**config.mk**
```make
export PLATFORM = sky130hd
export DESIGN_NAME = hbus_slave
export DESIGN_NICKNAME = d
export VERILOG_FILES = /design/src/rtl/hbus_pkg.sv /design/src/rtl/hbus_cycle.sv /design/src/rtl/hbus_regs.sv /design/src/rtl/hbus_mem.sv /design/src/rtl/hbus_slave.sv
export SDC_FILE = /design/constraint.sdc
export NUM_CORES = 2
export LEC_CHECK = 0
export BUFFER_PORTS_ARGS = -buffer_cell sky130_fd_sc_hd__buf_2
export CAP_MARGIN = 0
export CORE_ASPECT_RATIO = 1.25
export CORE_MARGIN = 2
export CORE_UTILIZATION = 37
export CTS_CLUSTER_SIZE = 14
export DETAILED_ROUTE_END_ITERATION = 12
export PLACE_DENSITY = 0.53
export RECOVER_POWER = 100
export SYNTH_ARGS = -nofsm -noshare
export SYNTH_HDL_FRONTEND = slang
export SYNTH_SLANG_ARGS = --single-unit
```
**constraint.sdc**
```tcl
create_clock -name clk -period 4.5 [get_ports clk]
set_clock_uncertainty 0.2 [all_clocks]
set_input_delay 0.225 -clock clk [delete_from_list [all_inputs] [get_ports clk]]
set_output_delay 0.225 -clock clk [all_outputs]
set_load 0.005 [all_outputs]
```
**src/rtl/hbus_pkg.sv**
```systemverilog
package hbus_pkg;

  typedef enum logic [1:0] {
    LANE_BOTH = 2'd0,
    LANE_HIGH = 2'd1,
    LANE_LOW  = 2'd2
  } lane_t;

  localparam int REG_CTRL = 0;
  localparam int REG_STAT = 1;
  localparam int REG_MASK = 2;
  localparam int REG_SCR  = 3;

  localparam int CTRL_POL    = 0;
  localparam int CTRL_MIODIS = 1;
  localparam int CTRL_HIEN   = 6;

  // {bhe_n, a0}: 00 both, 01 upper, 1x lower
  function automatic lane_t lane_pick(input logic bhe_n, input logic a0);
    if (!bhe_n && !a0)     return LANE_BOTH;
    else if (!bhe_n && a0) return LANE_HIGH;
    else                   return LANE_LOW;
  endfunction

  function automatic logic [1:0] lane_bytes(input lane_t l);
    case (l)
      LANE_BOTH: return 2'b11;
      LANE_HIGH: return 2'b10;
      default:   return 2'b01;
    endcase
  endfunction

endpackage

```
**src/rtl/hbus_cycle.sv**
```systemverilog
module hbus_cycle
  import hbus_pkg::*;
#(
  parameter int READY_DLY = 2
) (
  input  logic        clk,
  input  logic        rst,
  input  logic        ale,
  input  logic [15:0] ad_i,
  input  logic [3:0]  addr_hi,
  input  logic        hi_en,
  input  logic        bhe_n,
  input  logic        cs_n,
  input  logic        rd_n,
  input  logic        wr_n,
  input  logic        hit_reg,
  input  logic        hit_mem,
  output logic [19:0] addr_q,
  output logic [1:0]  be,
  output logic        rd_act,
  output logic        wr_reg,
  output logic        wr_mem,
  output logic [15:0] wdata_q,
  output logic        rdy
);

  localparam int CW = $clog2(READY_DLY + 1);

  lane_t         lane_q;
  logic          strobe, strobe_q, wr_act, wr_act_q;
  logic [CW-1:0] cnt;
  logic [1:0]    win_q;

  assign strobe = !cs_n && (!rd_n || !wr_n);
  assign wr_act = !cs_n && !wr_n;
  assign rd_act = !cs_n && !rd_n;

  always_ff @(posedge clk) begin
    if (rst) begin
      addr_q   <= '0;
      lane_q   <= LANE_LOW;
      strobe_q <= 1'b0;
      cnt      <= '0;
      rdy      <= 1'b0;
      wr_act_q <= 1'b0;
      wdata_q  <= '0;
      win_q    <= '0;
    end else begin
      if (ale) begin
        addr_q <= {(hi_en ? addr_hi : 4'h0), ad_i};
        lane_q <= lane_pick(bhe_n, ad_i[0]);
      end
      strobe_q <= strobe;
      if (!strobe)                    cnt <= '0;
      else if (cnt != CW'(READY_DLY)) cnt <= cnt + 1'b1;
      rdy      <= strobe && (hit_reg || hit_mem) && (cnt == CW'(READY_DLY));
      wr_act_q <= wr_act;
      if (wr_act) begin
        wdata_q <= ad_i;
        win_q   <= {hit_mem, hit_reg};
      end
    end
  end

  assign be     = lane_bytes(lane_q);
  assign wr_reg = wr_act_q && !wr_act && win_q[0];
  assign wr_mem = wr_act_q && !wr_act && win_q[1];

  assert_rdy_start_low_R3: assert property (@(posedge clk) disable iff (rst)
    (strobe && !strobe_q) |=> !rdy);
  assert_rdy_needs_strobe_R3: assert property (@(posedge clk) disable iff (rst)
    rdy |-> $past(strobe));
  assert_hi_gate_R1: assert property (@(posedge clk) disable iff (rst)
    ($past(ale) && !$past(hi_en)) |-> (addr_q[19:16] == 4'h0));
  assert_lane_low_only_R4: assert property (@(posedge clk) disable iff (rst)
    ($past(ale) && $past(bhe_n)) |-> (be == 2'b01));

endmodule

```
**src/rtl/hbus_regs.sv**
```systemverilog
module hbus_regs
  import hbus_pkg::*;
#(
  parameter int EVT_W = 8
) (
  input  logic             clk,
  input  logic             rst,
  input  logic             wr_en,
  input  logic [1:0]       idx,
  input  logic [1:0]       be,
  input  logic [15:0]      wdata,
  input  logic [EVT_W-1:0] evt,
  output logic [15:0]      rdata,
  output logic             hi_en,
  output logic             mio_dis,
  output logic             irq
);

  logic [15:0]      ctrl, scr;
  logic [EVT_W-1:0] status, mask, clr;
  logic             pend;

  assign clr  = (wr_en && idx == 2'(REG_STAT) && be[0]) ? wdata[EVT_W-1:0] : '0;
  assign pend = |(status & mask);

  always_ff @(posedge clk) begin
    if (rst) begin
      ctrl   <= '0;
      scr    <= '0;
      status <= '0;
      mask   <= '0;
      irq    <= 1'b1;
    end else begin
      status <= (status & ~clr) | evt;
      if (wr_en) begin
        case (idx)
          2'(REG_CTRL): begin
            if (be[0]) ctrl[7:0]  <= wdata[7:0];
            if (be[1]) ctrl[15:8] <= wdata[15:8];
          end
          2'(REG_MASK): if (be[0]) mask <= wdata[EVT_W-1:0];
          2'(REG_SCR): begin
            if (be[0]) scr[7:0]  <= wdata[7:0];
            if (be[1]) scr[15:8] <= wdata[15:8];
          end
          default: ;
        endcase
      end
      irq <= ctrl[CTRL_POL] ? pend : !pend;
    end
  end

  always_comb begin
    case (idx)
      2'(REG_CTRL): rdata = ctrl;
      2'(REG_STAT): rdata = {{(16-EVT_W){1'b0}}, status};
      2'(REG_MASK): rdata = {{(16-EVT_W){1'b0}}, mask};
      default:      rdata = scr;
    endcase
  end

  assign hi_en   = ctrl[CTRL_HIEN];
  assign mio_dis = ctrl[CTRL_MIODIS];

  assert_w1c_R10: assert property (@(posedge clk) disable iff (rst)
    (|(clr & ~evt)) |=> ((status & $past(clr & ~evt)) == '0));
  assert_evt_sets_R10: assert property (@(posedge clk) disable iff (rst)
    (|evt) |=> ((status & $past(evt)) == $past(evt)));
  assert_irq_reset_R8: assert property (@(posedge clk) disable iff (rst)
    $past(rst) |-> irq);

endmodule

```
**src/rtl/hbus_mem.sv**
```systemverilog
module hbus_mem #(
  parameter int WORDS = 256,
  parameter int AW    = $clog2(WORDS)
) (
  input  logic          clk,
  input  logic          we,
  input  logic [1:0]    be,
  input  logic [AW-1:0] waddr,
  input  logic [15:0]   wdata,
  input  logic [AW-1:0] raddr,
  output logic [15:0]   rdata
);

  logic [15:0] ram [WORDS];

  always_ff @(posedge clk) begin
    if (we && be[0]) ram[waddr][7:0]  <= wdata[7:0];
    if (we && be[1]) ram[waddr][15:8] <= wdata[15:8];
    rdata <= ram[raddr];
  end

endmodule

```
**src/rtl/hbus_slave.sv**
```systemverilog
module hbus_slave #(
  parameter logic [19:0] REG_BASE  = 20'h00300,
  parameter logic [19:0] MEM_BASE  = 20'hC0000,
  parameter int          MEM_WORDS = 256,
  parameter int          READY_DLY = 2,
  parameter int          EVT_W     = 8
) (
  input  logic             clk,
  input  logic             rst,
  input  logic [15:0]      ad_i,
  output logic [15:0]      ad_o,
  output logic             ad_oe,
  input  logic             ale,
  input  logic [3:0]       addr_hi,
  input  logic             rd_n,
  input  logic             wr_n,
  input  logic             bhe_n,
  input  logic             cs_n,
  input  logic             mio,
  input  logic [EVT_W-1:0] evt,
  output logic             rdy,
  output logic             irq
);

  localparam int MEM_AW = $clog2(MEM_WORDS);

  logic [19:0]       addr_q;
  logic [1:0]        be;
  logic              rd_act, wr_reg, wr_mem, hi_en, mio_dis;
  logic              reg_win, mem_win, hit_reg, hit_mem;
  logic [15:0]       wdata_q, reg_rdata, mem_rdata;
  logic [MEM_AW-1:0] mem_idx;
  logic              unused_a0;

  assign unused_a0 = addr_q[0];
  assign reg_win   = (addr_q[19:3] == REG_BASE[19:3]);
  assign mem_win   = (addr_q[19:MEM_AW+1] == MEM_BASE[19:MEM_AW+1]);
  assign hit_reg   = reg_win && (mio_dis || !mio);
  assign hit_mem   = mem_win && (mio_dis || mio);
  assign mem_idx   = addr_q[MEM_AW:1];

  hbus_cycle #(.READY_DLY(READY_DLY)) u_cycle (
    .clk(clk), .rst(rst), .ale(ale), .ad_i(ad_i), .addr_hi(addr_hi),
    .hi_en(hi_en), .bhe_n(bhe_n), .cs_n(cs_n), .rd_n(rd_n), .wr_n(wr_n),
    .hit_reg(hit_reg), .hit_mem(hit_mem), .addr_q(addr_q), .be(be),
    .rd_act(rd_act), .wr_reg(wr_reg), .wr_mem(wr_mem), .wdata_q(wdata_q),
    .rdy(rdy)
  );

  hbus_regs #(.EVT_W(EVT_W)) u_regs (
    .clk(clk), .rst(rst), .wr_en(wr_reg), .idx(addr_q[2:1]), .be(be),
    .wdata(wdata_q), .evt(evt), .rdata(reg_rdata), .hi_en(hi_en),
    .mio_dis(mio_dis), .irq(irq)
  );

  hbus_mem #(.WORDS(MEM_WORDS), .AW(MEM_AW)) u_mem (
    .clk(clk), .we(wr_mem), .be(be), .waddr(mem_idx), .wdata(wdata_q),
    .raddr(mem_idx), .rdata(mem_rdata)
  );

  always_ff @(posedge clk) begin
    if (rst) begin
      ad_o  <= '0;
      ad_oe <= 1'b0;
    end else begin
      ad_o  <= hit_reg ? reg_rdata : mem_rdata;
      ad_oe <= rd_act && (hit_reg || hit_mem);
    end
  end

  assert_cs_gate_R2: assert property (@(posedge clk) disable iff (rst)
    $past(cs_n) |-> (!ad_oe && !rdy));
  assert_oe_read_R6: assert property (@(posedge clk) disable iff (rst)
    ad_oe |-> $past(!rd_n));
  assert_no_dual_hit_R7: assert property (@(posedge clk) disable iff (rst)
    !(wr_reg && wr_mem));

endmodule

```
# After elaboration in Yosys (flattened, before gate mapping)
# Memory sizes are Yosys's and may differ from the RTL's. A register that Yosys moved wholly into a read port is not among the register bits.
# Index checks and enable logic that the tools add are counted.
# word_totals
register_bits	110
ramBits	4096
output_inout_bits	19
word_cells	81
n_memories	1
# mem_list
name	depth	width	rd	rd_ports_with_merged_regs	wr	line	text
u_mem.ram	256	16	1	1	1	hbus_mem.sv:14	logic [15:0] ram [WORDS];
# classes
n_addsub	1
eq_ne	8
mux	12
n_bitwise	5
reduce_logical	38
# op_table
op	count
one-hot mux 16 bit (3 select lines)	1
equality test 17 x 7 -> 1 bit (second input constant)	1
logical AND 1 bit	17
bitwise AND 8 bit	2
2-to-1 mux 16 bit	1
AND reduction 3 bit	5
equality test 11 bit (second input constant)	1
zero test 1 bit	8
2-to-1 mux 8 bit	1
inverter 8 bit	1
bitwise OR 8 bit	1
OR reduction 8 bit	1
equality test 2 bit (second input constant)	3
2-to-1 mux 1 bit	5
equality test 2 x 1 -> 1 bit (second input constant)	2
zero test 2 bit	2
logical OR 1 bit	4
2-to-1 mux 2 bit	2
2-to-1 mux 4 bit	1
one-hot mux 2 bit (2 select lines)	1
adder 2 x 1 -> 2 bit (second input constant)	1
inequality test 2 bit (second input constant)	1
OR reduction 2 bit	1
inverter 1 bit	1

# Longest topological paths before layout
# depth
word_depth	11
depth_mapped	9
ltp_nobuf	5

# Cells and area by module
# From an unflattened synthesis, not the netlist that was laid out.
# hier_totals
hier_cells	8225
area_unflattened_um2	165486.2
# by_module_without_submodules
module	instances	cells_per_inst	area_each_um2
hbus_mem	1	7737	160706.6
hbus_regs	1	236	2150.8
hbus_cycle	1	162	1816.7
hbus_slave	1	90	812.0

# Worst setup path after synthesis
# Ideal clock, no wire load.
# synth_path
kind	reg-to-reg
startpoint	register u_cycle.wdata_q[0]
endpoint	memory u_mem.ram[0][0] (data pin)
arrival_time_ns	3.458
t_required_ns	3.432
path_slack_ns	-0.026
stages_incl_launch_ff	1
cell_sequence	dfxtp_1
# synth_lines
item	line	text
start, declared	hbus_cycle.sv:23	output logic [15:0] wdata_q,
start signal, assigned	hbus_cycle.sv:59	wdata_q <= ad_i;
end, declared	hbus_mem.sv:14	
# No word-level cell before the write port.

# Worst setup path in the final report
# layout_path
startpoint	input port wr_n
endpoint	memory u_mem.ram[114][12], enable pin
# layout_between
elab_chain_len	8
# layout_rtl
item	line	text
start, declared	hbus_slave.sv:16	input logic wr_n,
zero test 1 bit	hbus_cycle.sv:35	assign wr_act = !cs_n && !wr_n;
logical AND 1 bit	hbus_cycle.sv:35	
zero test 1 bit	hbus_cycle.sv:67	assign wr_mem = wr_act_q && !wr_act && win_q[1];
logical AND 1 bit (2 in a row)	hbus_cycle.sv:67	
logical AND 1 bit	hbus_mem.sv:18	if (we && be[1]) ram[waddr][15:8] <= wdata[15:8];
2-to-1 mux 1 bit	hbus_mem.sv:18	
2-to-1 mux 1 bit (not written as such)	hbus_mem.sv:18	
# Every way passes these cells.

==> run metrics <==
status finished, violations left; violated checks max-capacitance violations, max-slew violations; post-DR vias/cell 5.514; first-pass GRT wire length 612200 um; synthesized area per cell 21.52 sq um; CP Data Arrival Time 4.86 ns; Net Sw Frac 21.39%; dpl hpwl 262600 um; largest net degree at the start of global routing 134; Tcrit/Tclk final 99.39%; top-area cell type share of the netlist area 76.52%; maximum vdd ir drop 0.3357 mV; CTS tree built; combinational share of power 4.6%; min Tclk post-route 4.473 ns; CP required 4.89 ns; grt total ovfl 0; Residual DRC 0; initial antenna violation count 22; Initial Util 37.17%; drt wl/cell 30.15 um; crit-path max FO 15; initial DRC count 8553; RSZ-0062 raised after global routing no; Worst-Skew Late Latency 0.98 ns; Post-DRT Antenna Nets 0; Final Hold Vio Count 0; Die H 740.9 um; Final Power 81.01 mW; Synth Net Count 7505; final worst setup slack 0.02732 ns; hold slack final 0.2128 ns; Power Density 437.8 nW/um^2; share of layout cells above drive strength 1 23.25%; Startpoint Class primary input; Buffers on Ports 54; Area growth, synth to finish 15.11%; number of synthesized flops with an enable pin 4096; Slew Viols, Final 1838; fin util 42.79%; top cells by area, synth edfxtp_1 (77%), mux4_2 (14%), a22oi_1 (2.4%); Switching Power 17.33 mW; count of cell types in the netlist 38; CTS root buf clkbuf_16; Yosys reg bits 4221; Slew @ Worst Pin 3.779 ns; Synthesis Warnings 0; Yosys top cell by area edfxtp_1; ys flop type edfxtp_1; Placed Instances 13420; synthesized area 160700 sq um; CTS sink cnt 4221; Post-Place Worst Slack -0.01915 ns; H-tree depth 5; final WL 431200 um; P_int 63.68 mW; Syn Inst Count 7468; Rows 270; FMAX 223.6 MHz; via count 78850; vias in the first global route 81790; max-cap violations 31; hold crit path type in2reg; Seq/Total Area, Yosys 78.07%; critical path endpoint category flop; cts bufs inserted 422; Die X 593.5 um; CTS Buffer Depth 4; sequential share of power 53.5%; commonest cells in the synthesized netlist edfxtp_1 (4096), mux4_2 (1032), nor2_1 (606), a22oi_1 (516), clkbuf_1 (304); worst rel slew slack -151.9%; Ports 55; Core ar. 432400 sq um; post-route non-filler standard cell count 14300; gr usage total 19.20%; critical path class in2reg; # setup viols final 0; most numerous cell in the Yosys netlist edfxtp_1; Leak Pwr 57.95 nW; Die Area 439800 sq um; RD Place Congestion 0.8096; clock network fraction of total power 41.9%; NumNets Final 8270; Post-synth ARST share 0%; Clk pin slew, worst setup/hold paths 0.06 ns; first drt pass iteration count 5
-- layout by cell type (no fill, tap or decap), drive strengths merged, types with 71 or more instances in the layout --
cell,instances
a22oi,516
edfxtp,4096
dfxtp,125
mux4,1032
nand2,92
buf,304
clkbuf,978
mux2i,71
clkinv,163
dlygate4sd3,102
nor2,608
a21oi,288
-- final timing paths --
check,startpoint,cells after the start,endpoint,slack (ns)
setup / recovery,wr_n,8,u_mem.ram[114][12],0.03
hold / removal,rst,3,u_regs.scr[0],0.21
setup reg to reg,u_cycle.addr_q[3],4,u_mem.ram[55][2],0.07
hold reg to reg,u_cycle.win_q[0],2,u_cycle.win_q[0],0.26
-- logic make-up after synthesis --
| group | count (synthesis) | synth area share, % |
|---|---|---|
| compound gates | 881 | 3.723 |
| xor+xnor | 2 | 0.01090 |
| fa+ha+maj | 1 | 0.007782 |
| buf+inv | 491 | 1.363 |
| flops | 4221 | 78.07 |
| mux | 1103 | 14.90 |
| simple gates | 769 | 1.921 |
-- power groups by stage --
stage	clock (mW)	combinational (mW)	sequential [mW]
floorplan	0	2.00	44.2
global placement	0	3.70	44.1
detailed placement	0	3.74	44.1
CTS	34.6	3.81	43.3
global route	36.0	3.95	43.3
finish	34.0	3.72	43.3
-- routing by layer --
layer / up-vias / GRT usage, % / routed length [um]
met3: 591 / 2.860 / 26140
met5: - / 0 / 41
met1: 42610 / 25.18 / 172600
li1: 32950 / - / -
met4: 6 / 6.226 / 14610
met2: 2699 / 32.84 / 217800
-- critical path, stage by stage --
cell	delay, ns
dlygate4sd3_1	0.53
clkbuf_1	0.23
or2_0	0.60
nand4b_1	0.66
nor3_1	0.78
nand2_2	0.12
clkbuf_2	0.72
nor2_1	0.95
-- registers in the layout, summed over array words and instances (netlist names) --
name / cells
u_cycle.win_q: 2
u_cycle.wdata_q: 16
u_cycle.rdy: 1
u_cycle.lane_q: 2
u_regs.mask: 8
ad_oe: 1
u_mem.rdata: 16
u_regs.ctrl: 16
u_mem.ram: 4096
u_regs.status: 8
u_cycle.wr_act_q: 1
u_cycle.cnt: 2
ad_o: 16
u_regs.scr: 16
u_regs.irq: 1
u_cycle.addr_q: 19
-- metrics by stage --
step	setup TNS (ns)	instance area, sq um
2_1_floorplan	0	160800
3_3_place_gp	-0.4347	172500
3_5_place_dp	-0.01915	172500
4_1_cts	0	186700
5_1_grt	0	185000
6_report	0	185000
-- layout make-up --
cell class	instances	area, sq um
inverter	3	11.26
fill	37510	247400
antenna	7	17.52
clock inverter	217	1874
tap	5712	7147
multi-input combinational	2756	33240
timing repair buffer	829	5944
sequential	4221	125500
clock buffer	555	11290
-- timing repair --
item	CTS	global route
resized for setup	2	0
endpoints found under the setup margin	2	0
hold buffers	102	0
buffers inserted	0	0
hold endpoints to repair	108	0
Note: power is estimated with default switching activity, not from simulation.
